File: src/rtl/alu_pkg.sv
package alu_pkg;
    parameter int unsigned DATA_W = 32;

    typedef enum logic [1:0] {
        FN_AND = 2'b00,
        FN_OR  = 2'b01,
        FN_SUM = 2'b10,
        FN_XOR = 2'b11
    } alu_fn_e;

    typedef struct packed {
        logic    inv_b;
        alu_fn_e fn;
    } alu_op_t;
endpackage

File: src/rtl/alu_cell.sv
module alu_cell
    import alu_pkg::*;
(
    input  logic    a_bit,
    input  logic    b_bit,
    input  logic    c_in,
    input  logic    inv_b,
    input  alu_fn_e fn,
    output logic    r_bit,
    output logic    c_out
);
    logic b_eff;
    logic half;

    always_comb begin
        b_eff = b_bit ^ inv_b;
        half  = a_bit ^ b_eff;
        c_out = (a_bit & b_eff) | (c_in & half);
        unique case (fn)
            FN_AND:  r_bit = a_bit & b_eff;
            FN_OR:   r_bit = a_bit | b_eff;
            FN_SUM:  r_bit = half ^ c_in;
            FN_XOR:  r_bit = half;
            default: r_bit = 1'b0;
        endcase
    end
endmodule

File: src/rtl/alu_zero_flag.sv
module alu_zero_flag #(
    parameter int unsigned WIDTH = 32
) (
    input  logic [WIDTH-1:0] vec,
    output logic             all_zero
);
    assign all_zero = ~|vec;
endmodule

File: src/rtl/alu_sliced.sv
module alu_sliced
    import alu_pkg::*;
#(
    parameter int unsigned WIDTH = DATA_W
) (
    input  logic [WIDTH-1:0] a_in,
    input  logic [WIDTH-1:0] b_in,
    input  logic [2:0]       op_in,
    output logic [WIDTH-1:0] result_o,
    output logic             carry_o,
    output logic             zero_o
);
    localparam int unsigned CHAIN = WIDTH + 1;

    alu_op_t          op_s;
    logic [CHAIN-1:0] chain;
    logic [WIDTH-1:0] res_w;

    assign op_s     = alu_op_t'(op_in);
    assign chain[0] = op_s.inv_b;

    for (genvar gi = 0; gi < WIDTH; gi++) begin : g_cell
        alu_cell u_cell (
            .a_bit (a_in[gi]),
            .b_bit (b_in[gi]),
            .c_in  (chain[gi]),
            .inv_b (op_s.inv_b),
            .fn    (op_s.fn),
            .r_bit (res_w[gi]),
            .c_out (chain[gi+1])
        );
    end

    assign result_o = res_w;
    assign carry_o  = (op_s.fn == FN_SUM) ? chain[WIDTH] : 1'b0;

    alu_zero_flag #(.WIDTH(WIDTH)) u_zero (
        .vec      (res_w),
        .all_zero (zero_o)
    );

    // Port-level checks against arithmetic, independent of the ripple chain
    always_comb begin
        if (op_in == 3'b010)
            p_sum_r2: assert ({carry_o, result_o} == ({1'b0, a_in} + {1'b0, b_in}));
        if (op_in == 3'b110)
            p_diff_r6: assert (result_o == a_in - b_in && carry_o == (a_in >= b_in));
        if (op_in == 3'b011)
            p_xor_r3: assert (result_o == (a_in ^ b_in));
        if (op_in == 3'b111)
            p_xnor_r5: assert (result_o == ~(a_in ^ b_in));
        if (op_in[1:0] != 2'b10)
            p_no_carry_r7: assert (carry_o == 1'b0);
        p_zero_r8: assert (zero_o == (result_o == '0));
    end
endmodule

File: config.mk
export PLATFORM = sky130hd
export DESIGN_NAME = alu_sliced
export DESIGN_NICKNAME = d
export VERILOG_FILES = /design/src/rtl/alu_pkg.sv /design/src/rtl/alu_cell.sv /design/src/rtl/alu_zero_flag.sv /design/src/rtl/alu_sliced.sv
export SDC_FILE = /design/constraint.sdc
export NUM_CORES = 1
export LEC_CHECK = 0
export BUFFER_PORTS_ARGS = -buffer_cell sky130_fd_sc_hd__buf_4
export CAP_MARGIN = 20
export CORE_ASPECT_RATIO = 0.6
export CORE_MARGIN = 2
export CORE_UTILIZATION = 40
export DETAILED_ROUTE_END_ITERATION = 10
export PLACE_DENSITY = 0.66
export SYNTH_ARGS = -nofsm -noshare
export SYNTH_HDL_FRONTEND = slang
export SYNTH_HIERARCHICAL = 1
export SYNTH_SLANG_ARGS = --single-unit
File: constraint.sdc
create_clock -name vclk -period 36.7
set_input_delay 1.835 -clock vclk [all_inputs]
set_output_delay 1.835 -clock vclk [all_outputs]
set_load 0.005 [all_outputs]
==> reports/metrics.cfg <==
[status]
status=finished clean

[grt]
antenna_found_initial=0
track_usage_pct=17.77
grt_pass1_vias=2361
grt_start_max_net_pins=34
grt_pass1_wl_um=11540
grt_overflow=0

[clock_network]
post_cts_buffers=0
cts_hold_buf=0
cts_resized=0

[flow_run]
drv_cap=0

[critical_path]
cp.required_ns=34.86
worstSetupPathType=input pin to output port
endpoint_kind=output port
crit_path_max_incr_delay_ns=0.48
worst_setup_path_start_kind=input pin
critPathMostFrequentCell=fa_1
arrival_ns=17.50
critPathMaxFanout=33
critPathSlowestCell=mux4_2

[synth]
synth_area_um2=2884
synth_nets=431
ys_seq_area_share_pct=0
synth_warnings=6
synth.distinct_cells=10
syn_area_per_cell_um2=10.76
netlist_instances=268

[floorplan]
core_um2=6820
initial_core_util_pct=42.29
die-area_um2=7927
die_h_um=69.77
pin_count=101
row_count=23
die_w_um=113.6

[timing]
hold_viol=0
max_freq_mhz=51.72
fin_setup_tns_ns=0
min_period_ns=19.33
fin_ws_ns=17.37
worstMarginPinSlew_ns=0.6271
relSlewSlack_pct=58.19
setup_viol=0
rsz0062_at_grt=no
final.period_utilization_pct=52.68
maxSlewViolCount=0

[cells_and_area]
area_growth_pct=30.07
fin_nets=534
drive_gt1_share_pct=36.31
fin_util_pct=55.00
n_antenna_cell=0
register_area_um2=0
n_clock_buffer=0
fillers=614
numSequentialCells=0

[routing]
postRouteAntennaNets=0
firstDrtPassIters=4
drc_errors=0
routed_wl_um=6770
drt_iter0_drc=109
num_vias=2186
viasPerCell=4.794
wire_per_inst_um=14.85

[power]
leakage_nw=2.005
clkPwrFrac_pct=0
p_sw_share_pct=46.86
ir_drop_mv=0.007879
p_sw_mw=0.03055
pwr_density_cell_nw_per_um2=17.38
combPwrFrac_pct=100.0
power.internal_mw=0.03465
power_frac_seq_pct=0

[placement]
port_buffers=101
dp_slack_ns=17.27
hpwlAfterDp_um=5946
routabilityCongestion=0.7730

[worst_hold_path]
hp-class=input pin to output port

[critical path: cells and delay by family]
kind / cells / cell delay [ns]
fa+ha+maj: 32 / 13.83
mux: 1 / 0.48
xor+xnor: 1 / 0.22
simple gates: 3 / 0.54
buf+inv: 2 / 0.57
[worst paths after layout]
| path | from | end | slack (ns) | cells after the start |
|---|---|---|---|---|
| setup / recovery | op_in[2] | zero_o | 17.37 | 39 |
| hold / removal | a_in[31] | carry_o | 4.20 | 4 |
[area by class of cell]
type	instances	area (um^2)	area share [%]
multi-input combinational	172	2524	67.28
inverter	96	360.3	9.606
tap	87	108.9	2.902
timing repair buffer	101	758.2	20.21
[cells by family after synthesis]
kind of cell  Yosys count  synth area share, %
xor+xnor               32                9.718
buf+inv                96                12.49
fa+ha+maj              96                49.98
simple gates           12                2.820
mux                    32                24.99
[Yosys cell counts, drive strengths merged]
cell | count | area [um^2]
fa | 32 | 640.6
nand4 | 2 | 12.51
nor2 | 1 | 3.750
mux4 | 32 | 720.7
inv | 96 | 360.4
and3b | 1 | 8.760
nor4 | 8 | 56.30
ha | 64 | 800.8
xor2 | 32 | 280.3
[cell usage in the layout, fill, tap and decap left out]
| cell | instances |
|---|---|
| nor4_1 | 7 |
| nor2_1 | 1 |
| fa_1 | 32 |
| inv_1 | 96 |
| xor2_1 | 32 |
| buf_4 | 101 |
| ha_1 | 64 |
| and3b_1 | 1 |
| mux4_2 | 32 |
| nor4_2 | 1 |
| nand4_1 | 2 |
[metrics by stage]
step	std cells	hold WS, ns	area [um^2]	total power [mW]
2_1_floorplan	268	3.817	2884	0.03401
3_3_place_gp	456	4.204	3751	0.06380
3_5_place_dp	456	4.199	3751	0.06570
4_1_cts	456	4.206	3751	0.06615
5_1_grt	456	4.251	3751	0.07362
6_report	456	4.201	3751	0.06521
[power groups by stage]
stage                     clock network [mW]  logic, mW  registers [mW]
after floorplan                            0     0.0340               0
after global placement                     0     0.0638               0
after detailed placement                   0     0.0657               0
after CTS                                  0     0.0661               0
after global routing                       0     0.0736               0
final                                      0     0.0652               0
[routing by layer]
metal | vias to the layer above | share of wire, % | global-route usage [%]
met1 | 1052 | 53 | 28.68
met5 | - | 0 | 0
met4 | 0 | 0.31 | 0.9485
met2 | 68 | 42 | 27.28
li1 | 1064 | - | -
met3 | 2 | 5.3 | 1.224
(Power assumes the default switching activity.)
